**config.mk**
```make
export PLATFORM = sky130hd
export DESIGN_NAME = txdesc_engine
export DESIGN_NICKNAME = d
export VERILOG_FILES = /design/src/rtl/txd_pkg.sv /design/src/rtl/txd_ctrl_decode.sv /design/src/rtl/txd_status_pack.sv /design/src/rtl/txd_byte_lane.sv /design/src/rtl/txdesc_engine.sv
export SDC_FILE = /design/constraint.sdc
export NUM_CORES = 1
export LEC_CHECK = 0
export BUFFER_PORTS_ARGS = -buffer_cell sky130_fd_sc_hd__buf_2
export CAP_MARGIN = 20
export CORE_MARGIN = 2
export CORE_UTILIZATION = 52
export CTS_CLUSTER_SIZE = 25
export DETAILED_ROUTE_END_ITERATION = 7
export PLACE_DENSITY = 0.78
export SLEW_MARGIN = 20
export SYNTH_ARGS = -nofsm -noshare
export SYNTH_HDL_FRONTEND = slang
export SYNTH_SLANG_ARGS = --single-unit
```
**constraint.sdc**
```tcl
create_clock -name clk -period 3.5 [get_ports clk]
set_clock_uncertainty 0.1 [all_clocks]
set_input_delay 0.7 -clock clk [delete_from_list [all_inputs] [get_ports clk]]
set_output_delay 0.7 -clock clk [all_outputs]
set_load 0.02 [all_outputs]
```
**src/rtl/txd_pkg.sv**
```systemverilog
package txd_pkg;

    localparam int OWN_BIT = 31;

    typedef enum logic [3:0] {
        S_IDLE,
        S_RD_STAT,
        S_RD_CTRL,
        S_RD_BUF,
        S_RD_NEXT,
        S_STREAM,
        S_PAD,
        S_WAIT_MAC,
        S_WR_STAT
    } txd_state_t;

    typedef struct packed {
        logic        irq;
        logic        early;
        logic        last;
        logic        first;
        logic        crc;
        logic        pad;
        logic        retry_lc;
        logic [10:0] pkt_len;
        logic [10:0] buf_len;
    } txd_ctrl_t;

    typedef struct packed {
        logic       carrier_lost;
        logic       late_col;
        logic       underflow;
        logic [7:0] coll;
    } txd_result_t;

endpackage

```
**src/rtl/txd_ctrl_decode.sv**
```systemverilog
module txd_ctrl_decode
    import txd_pkg::*;
(
    input  logic [31:0] word,
    output txd_ctrl_t   ctrl
);
    logic [3:0] unused_gap;

    always_comb begin
        ctrl.irq      = word[31];
        ctrl.early    = word[30];
        ctrl.last     = word[29];
        ctrl.first    = word[28];
        ctrl.crc      = word[27];
        ctrl.pad      = word[26];
        ctrl.retry_lc = word[25];
        ctrl.pkt_len  = word[21:11];
        ctrl.buf_len  = word[10:0];
        unused_gap    = word[24:21] & 4'b0000;
    end
endmodule

```
**src/rtl/txd_status_pack.sv**
```systemverilog
module txd_status_pack
    import txd_pkg::*;
#(
    parameter int EXC_COLL = 16
) (
    input  txd_result_t res,
    input  logic        last_desc,
    output logic [31:0] word
);
    localparam logic [7:0] EXC_LIMIT = 8'(EXC_COLL);

    logic excessive;

    always_comb begin
        excessive = (res.coll >= EXC_LIMIT);
        if (last_desc) begin
            word = {17'd0, 1'b0, res.carrier_lost, res.late_col, excessive,
                    res.underflow, 2'b00, res.coll};
        end else begin
            word = 32'd0;
        end
    end
endmodule

```
**src/rtl/txd_byte_lane.sv**
```systemverilog
module txd_byte_lane #(
    parameter int LANES = 4
) (
    input  logic [8*LANES-1:0]         word,
    input  logic [$clog2(LANES)-1:0]   lane,
    output logic [7:0]                 byte_o
);
    logic [7:0] lanes [LANES];

    for (genvar g = 0; g < LANES; g++) begin : g_lane
        assign lanes[g] = word[8*g +: 8];
    end

    assign byte_o = lanes[lane];
endmodule

```
**src/rtl/txdesc_engine.sv**
```systemverilog
module txdesc_engine
    import txd_pkg::*;
#(
    parameter int AW        = 32,
    parameter int MIN_FRAME = 60,
    parameter int EXC_COLL  = 16,
    parameter int BLW       = 11
) (
    input  logic          clk,
    input  logic          rst_n,
    input  logic          tx_enable,
    input  logic          tx_poll,
    input  logic [AW-1:0] ring_base,
    output logic [AW-1:0] mem_addr,
    output logic          mem_we,
    output logic [31:0]   mem_wdata,
    input  logic [31:0]   mem_rdata,
    output logic          mac_valid,
    output logic [7:0]    mac_data,
    output logic          mac_first,
    output logic          mac_last,
    input  logic          mac_ready,
    output logic          mac_crc_en,
    output logic          mac_retry_lc,
    output logic [10:0]   mac_pkt_len,
    input  logic          mac_done,
    input  logic [7:0]    mac_coll_cnt,
    input  logic          mac_late_col,
    input  logic          mac_carrier_lost,
    input  logic          mac_underflow,
    output logic          tx_done,
    output logic          tx_early,
    output logic          tx_buf_unavail
);
    localparam int            FCW      = BLW + 1;
    localparam logic [FCW-1:0] MIN_CNT  = FCW'(MIN_FRAME);
    localparam logic [FCW-1:0] MIN_LAST = FCW'(MIN_FRAME - 1);
    localparam logic [AW-1:0]  OFS_CTRL = AW'(4);
    localparam logic [AW-1:0]  OFS_BUF  = AW'(8);
    localparam logic [AW-1:0]  OFS_NEXT = AW'(12);

    txd_state_t  state, state_nx;
    txd_ctrl_t   ctrl_dec, ctrl_q;
    txd_result_t res_q;

    logic [AW-1:0]  cur_ptr, buf_q, next_q, stream_addr;
    logic [BLW-1:0] idx;
    logic [FCW-1:0] frame_cnt, cnt_inc;
    logic [31:0]    status_word;
    logic [7:0]     lane_byte;
    logic           at_end, pad_after;

    txd_ctrl_decode u_dec (
        .word (mem_rdata),
        .ctrl (ctrl_dec)
    );

    txd_status_pack #(.EXC_COLL(EXC_COLL)) u_pack (
        .res       (res_q),
        .last_desc (ctrl_q.last),
        .word      (status_word)
    );

    txd_byte_lane #(.LANES(4)) u_lane (
        .word   (mem_rdata),
        .lane   (stream_addr[1:0]),
        .byte_o (lane_byte)
    );

    assign stream_addr = buf_q + AW'(idx);
    assign cnt_inc     = frame_cnt + 1'b1;
    assign at_end      = (idx == ctrl_q.buf_len - 1'b1);
    assign pad_after   = ctrl_q.pad && (cnt_inc < MIN_CNT);

    // End-of-buffer routing for a given frame byte count
    function automatic txd_state_t route(input logic last, input logic pad,
                                         input logic [FCW-1:0] cnt);
        if (!last)                     return S_WR_STAT;
        else if (pad && cnt < MIN_CNT) return S_PAD;
        else                           return S_WAIT_MAC;
    endfunction

    // State register
    always_ff @(posedge clk or negedge rst_n) begin
        if (!rst_n) state <= S_IDLE;
        else        state <= state_nx;
    end

    // Transitions
    always_comb begin
        state_nx = state;
        unique case (state)
            S_IDLE:     if (tx_poll && tx_enable) state_nx = S_RD_STAT;
            S_RD_STAT:  state_nx = mem_rdata[OWN_BIT] ? S_RD_CTRL : S_IDLE;
            S_RD_CTRL:  state_nx = S_RD_BUF;
            S_RD_BUF:   state_nx = S_RD_NEXT;
            S_RD_NEXT:  state_nx = (ctrl_q.buf_len != '0) ? S_STREAM
                                 : route(ctrl_q.last, ctrl_q.pad, frame_cnt);
            S_STREAM:   if (mac_ready && at_end)
                            state_nx = route(ctrl_q.last, ctrl_q.pad, cnt_inc);
            S_PAD:      if (mac_ready && frame_cnt == MIN_LAST) state_nx = S_WAIT_MAC;
            S_WAIT_MAC: if (mac_done) state_nx = S_WR_STAT;
            S_WR_STAT:  state_nx = tx_enable ? S_RD_STAT : S_IDLE;
            default:    state_nx = S_IDLE;
        endcase
    end

    // Outputs
    always_comb begin
        mem_addr       = cur_ptr;
        mem_we         = 1'b0;
        mem_wdata      = status_word;
        mac_valid      = 1'b0;
        mac_data       = 8'd0;
        mac_last       = 1'b0;
        tx_done        = 1'b0;
        tx_early       = 1'b0;
        tx_buf_unavail = 1'b0;
        unique case (state)
            S_IDLE:     ;
            S_RD_STAT:  tx_buf_unavail = !mem_rdata[OWN_BIT];
            S_RD_CTRL:  mem_addr = cur_ptr + OFS_CTRL;
            S_RD_BUF:   mem_addr = cur_ptr + OFS_BUF;
            S_RD_NEXT:  mem_addr = cur_ptr + OFS_NEXT;
            S_STREAM: begin
                mem_addr  = {stream_addr[AW-1:2], 2'b00};
                mac_valid = 1'b1;
                mac_data  = lane_byte;
                mac_last  = ctrl_q.last && at_end && !pad_after;
                tx_early  = ctrl_q.early && (idx == '0) && mac_ready;
            end
            S_PAD: begin
                mac_valid = 1'b1;
                mac_last  = (frame_cnt == MIN_LAST);
            end
            S_WAIT_MAC: ;
            S_WR_STAT: begin
                mem_we  = 1'b1;
                tx_done = ctrl_q.last && ctrl_q.irq;
            end
            default: ;
        endcase
    end

    assign mac_first = (state == S_STREAM || state == S_PAD) && (frame_cnt == '0);

    // Datapath registers
    always_ff @(posedge clk or negedge rst_n) begin
        if (!rst_n) begin
            cur_ptr      <= '0;
            ctrl_q       <= '0;
            buf_q        <= '0;
            next_q       <= '0;
            idx          <= '0;
            frame_cnt    <= '0;
            res_q        <= '0;
            mac_crc_en   <= 1'b0;
            mac_retry_lc <= 1'b0;
            mac_pkt_len  <= '0;
        end else begin
            case (state)
                S_IDLE: if (!tx_enable) cur_ptr <= ring_base;
                S_RD_CTRL: begin
                    ctrl_q <= ctrl_dec;
                    if (ctrl_dec.first) begin
                        frame_cnt    <= '0;
                        mac_crc_en   <= ctrl_dec.crc;
                        mac_retry_lc <= ctrl_dec.retry_lc;
                        mac_pkt_len  <= ctrl_dec.pkt_len;
                    end
                end
                S_RD_BUF: begin
                    buf_q <= mem_rdata[AW-1:0];
                    idx   <= '0;
                end
                S_RD_NEXT: next_q <= mem_rdata[AW-1:0];
                S_STREAM: if (mac_ready) begin
                    idx       <= idx + 1'b1;
                    frame_cnt <= cnt_inc;
                end
                S_PAD: if (mac_ready) frame_cnt <= cnt_inc;
                S_WAIT_MAC: if (mac_done) begin
                    res_q.coll         <= mac_coll_cnt;
                    res_q.late_col     <= mac_late_col;
                    res_q.carrier_lost <= mac_carrier_lost;
                    res_q.underflow    <= mac_underflow;
                end
                S_WR_STAT: cur_ptr <= next_q;
                default: ;
            endcase
        end
    end

    // idle after reset
    a_r1_idle_quiet: assert property (@(posedge clk) disable iff (!rst_n)
        (state == S_IDLE) |-> (!mac_valid && !mem_we));

    // disabled engine stays idle
    a_r2_disabled_idle: assert property (@(posedge clk) disable iff (!rst_n)
        (state == S_IDLE && !tx_enable) |=> (state == S_IDLE));

    // a host-owned descriptor sends the engine home
    a_r3_unavail_home: assert property (@(posedge clk) disable iff (!rst_n)
        tx_buf_unavail |=> (state == S_IDLE));

    // byte held while MAC stalls
    a_r5_hold_byte: assert property (@(posedge clk) disable iff (!rst_n)
        (mac_valid && !mac_ready) |=> (mac_valid && $stable(mac_data) && $stable(mac_last)));

    // padded frame never ends short
    a_r6_pad_len: assert property (@(posedge clk) disable iff (!rst_n)
        (mac_valid && mac_ready && mac_last && ctrl_q.pad) |-> (frame_cnt >= MIN_LAST));

    // write-back always returns ownership to the host
    a_r8_own_cleared: assert property (@(posedge clk) disable iff (!rst_n)
        mem_we |-> !mem_wdata[OWN_BIT]);

    // done pulse coincides with a write-back
    a_r9_done_with_write: assert property (@(posedge clk) disable iff (!rst_n)
        tx_done |-> mem_we);

    // early pulse only with an accepted byte
    a_r10_early_accept: assert property (@(posedge clk) disable iff (!rst_n)
        tx_early |-> (mac_valid && mac_ready && mac_first == (frame_cnt == '0)));

endmodule

```
==> summary.md <==
| Metric | Value |
|---|---|
| Worst-margin pin slew | ~670 ps |
| Setup CP Type | reg -> out |
| Chip height | between 100 and 150 um |
| Die Width | 145 um |
| Outcome | finished, violations left |
| Lkg Pwr | between 5 and 6 nW |
| Core footprint | 0.0195 mm^2 |
| Yosys warnings | 0 |
| Endpoints failing setup | 22 |
| I/O pins | 173 |
| Die ar. | 0.0210 mm^2 |
| WL final | 35500 um |
| Number of global-route vias before repair | 9466 |
| P per Cell Area | 922 mW/mm^2 |
| Crit path from | buf_q[9]$_DFFE_PN0P_ |
| Drt pass-1 iters | 5 |
| RSZ-0062 raised after global routing | yes |
| Period utilization | 117% |
| Crit path capture type | primary output |
| Most common cell after layout, fill and taps aside | nand2_1 |
| Main synth FF type | dfrtp_1 |
| Worst hold margin | ~170 ps |
| Max-cap check violation count | 0 |
| GRT overflow | 0 |
| Inserted Clock Buffers | 17 |
| Critical path startpoint category | flop |
| Register area share after synthesis | between 30 and 40% |
| Ys async rst share | 100% |
| Row count | 51 |
| Area of placed instances | 0.0117 mm^2 |
| First-pass GRT wire length | between 50000 and 60000 um |
| Fin crit period | just over 4000 ps |
| Total GRT Usage | between 30 and 40% |
| Most frequent cells in the layout | nand2_1, dfrtp_1, buf_2 |
| Post-route design area | approximately 0.013 mm^2 |
| Via count | 10200 |
| Endpoints failing hold | 0 |
| Total clock sinks | approximately 160 |
| CTS tree | done |
| GPL Wtd Cong | 1.04 |
| Largest net degree at the start of global routing | 70 |
| EDFF count, synth | 0 |
| Max-slew headroom | 55.5% |
| Crit path max fanout | 3 |
| Register bit total from synthesis | about 160 |
| Gate Count Post-Synth | around 1200 |
| Fin worst setup slack | -587 ps |
| F_max | approximately 240 MHz |
| Yosys cell types | 76 |
| Fin nets | approximately 1500 |
| Failing checks | negative setup slack |
| Vias/cell | about 6.3 |
| CTS clk-pin slew, worst paths | around 60 ps |
| Register-to-Register Path Depth | 9 |
| Crit path to | mem_addr[30] |
| Average instance area after synthesis | around 9 um^2 |
| Final ANT Viol Nets | 0 |
| Post-detail-place hpwl | 25000 um |
| Initial core utilization | 53.0% |
| Drc violations | 0 |
| DR WL/cell | about 22 um |
| Buffers added on ports | about 150 |
| Total negative slack | -7870 ps |
| Bufs on Longest Clock Path | 2 |
| RR Endpoint | frame_cnt[5]$_DFFE_PN0P_ |
| Initial DRC count | about 960 |
| Worst reg-to-reg setup slack | 710 ps |
| Critical Path RT | 2700 ps |
| Worst flop-to-flop path startpoint | state[0]$_DFFE_PN0P_ |
| Antenna violations before repair | 1 |
| Clock Latency Late Sink | 430 ps |
| Max rail drop VDD | between 0.5 and 0.6 mV |
| Final Core Density | 67.1% |
| Hold/Removal Path Class | in -> async |
| Pre-CTS setup slack | -262 ps |
| CTS root buffer | clkbuf_16 |
| Share of cells above drive strength 1 | between 30% and 40% |
| Netlist Area Pre-Place | approximately 0.010 mm^2 |
| Fillers | approximately 1500 |
| Area delta synth->final | 26.5% |
| Max Slew Vio Count | 0 |
| CP arrival | ~3300 ps |
| CTS H-tree lvls | 4 |
-- per-layer routing --
metal	track usage [%]	routed length (um)
met1	47.1	14700
met2	50.5	16100
met3	5.69	3580
met4	10.9	1070
met5	0	0
-- stage by stage --
| stage | cells | power [mW] |
|---|---|---|
| after global placement | 1570 | 9.12 |
| after floorplan | 1170 | 7.18 |
| final | 1627 | 12.0 |
| after detailed placement | 1570 | 9.27 |
| after CTS | 1612 | 11.5 |
| after global routing | 1627 | 12.7 |
-- power breakdown --
part,internal (mW),switching [mW]
clock network,1.09,0.801
logic,2.80,3.67
registers,2.70,0.978
-- cell families after synthesis --
kind of cell | after synthesis | synth area share, %
adder cells (fa/ha/maj) | 21 | 2.69
other | 1 | 0.0363
XOR/XNOR | 57 | 4.84
buffers and inverters | 100 | 4.59
multiplexers | 112 | 12.7
flip-flops | 162 | 39.3
AO/OA/AOI/OAI | 223 | 13.4
AND/OR/NAND/NOR | 475 | 22.5
-- final cells by class --
class / count / area, um^2 / share of cell area (%)
multi-input cells: 908 / 6410 / 49.1
flip-flops and latches: 162 / 4060 / 31.1
repair buffers: 244 / 1610 / 12.3
clock buffers: 21 / 460 / 3.53
well taps: 265 / 332 / 2.54
clock inverters: 11 / 129 / 0.987
inverters: 15 / 56.3 / 0.431
diodes: 1 / 2.50 / 0.0192
-- what timing repair did --
item	in CTS	in global routing
pin swaps	34	34
setup buffers	10	16
endpoints found under the setup margin	27	31
hold buffers	0	0
gates resized for setup	84	73
endpoints found under the hold margin	0	0
-- flip-flops by register name, indices dropped and copies added, names as in the netlist --
name,cells
state,4
next_q,32
res_q,11
mac_pkt_len,11
mac_crc_en,1
ctrl_q,15
idx,11
cur_ptr,32
frame_cnt,12
buf_q,32
mac_retry_lc,1
-- cell usage after synthesis, types with 4 or more instances --
library cell,count,area (um^2)
buf_1,7,26.3
a31oi_1,7,43.8
mux2i_1,35,350
xor2_1,31,272
nor2b_1,11,68.8
nor2_1,57,214
a211oi_1,6,45.0
o31ai_1,9,67.6
and2_1,24,150
mux2_2,69,777
mux4_2,8,180
a21oi_1,37,185
o221ai_1,13,114
nor3b_1,5,37.5
nand2_1,203,762
and3_1,35,219
a22oi_1,4,30.0
clkbuf_1,45,169
nand3_1,47,235
nor4b_1,6,52.6
nor2_2,4,25.0
xnor2_1,26,228
buf_4,23,173
nor3_1,27,135
dfrtp_1,162,4050
ha_1,19,238
o21ai_1,6,30.0
nand4_1,17,106
o22ai_1,13,81.3
or4_1,4,30.0
o211ai_1,6,45.0
o21ai_0,91,455
or3_1,6,37.5
inv_1,14,52.6
nand2b_1,8,50.1
buf_2,9,45.0
and4_1,4,35.0
-- worst max-delay path: stages, from the launching register on --
cell	delay [ps]
dfrtp_1	390
ha_1	320
a21oi_1	280
nand2_1	160
or4_4	530
a31oi_4	280
buf_4	160
nor4_2	30
xor2_1	180
a221oi_2	280
o22ai_2	100
buf_6	140
-- worst min path at each step --
stage / startpoint / to / slack (ps)
4_1_cts: rst_n / mac_pkt_len[2]$_DFFE_PN0P_ / 200
3_3_place_gp: next_q[4]$_DFFE_PN0P_ / cur_ptr[4]$_DFFE_PN0P_ / 360
2_1_floorplan: rst_n / buf_q[0]$_DFFE_PN0P_ / 300
5_1_grt: rst_n / mac_pkt_len[2]$_DFFE_PN0P_ / 220
6_report: rst_n / mac_pkt_len[2]$_DFFE_PN0P_ / 170
3_5_place_dp: next_q[3]$_DFFE_PN0P_ / cur_ptr[3]$_DFFE_PN0P_ / 370
Note: power is estimated with default switching activity, not from simulation.
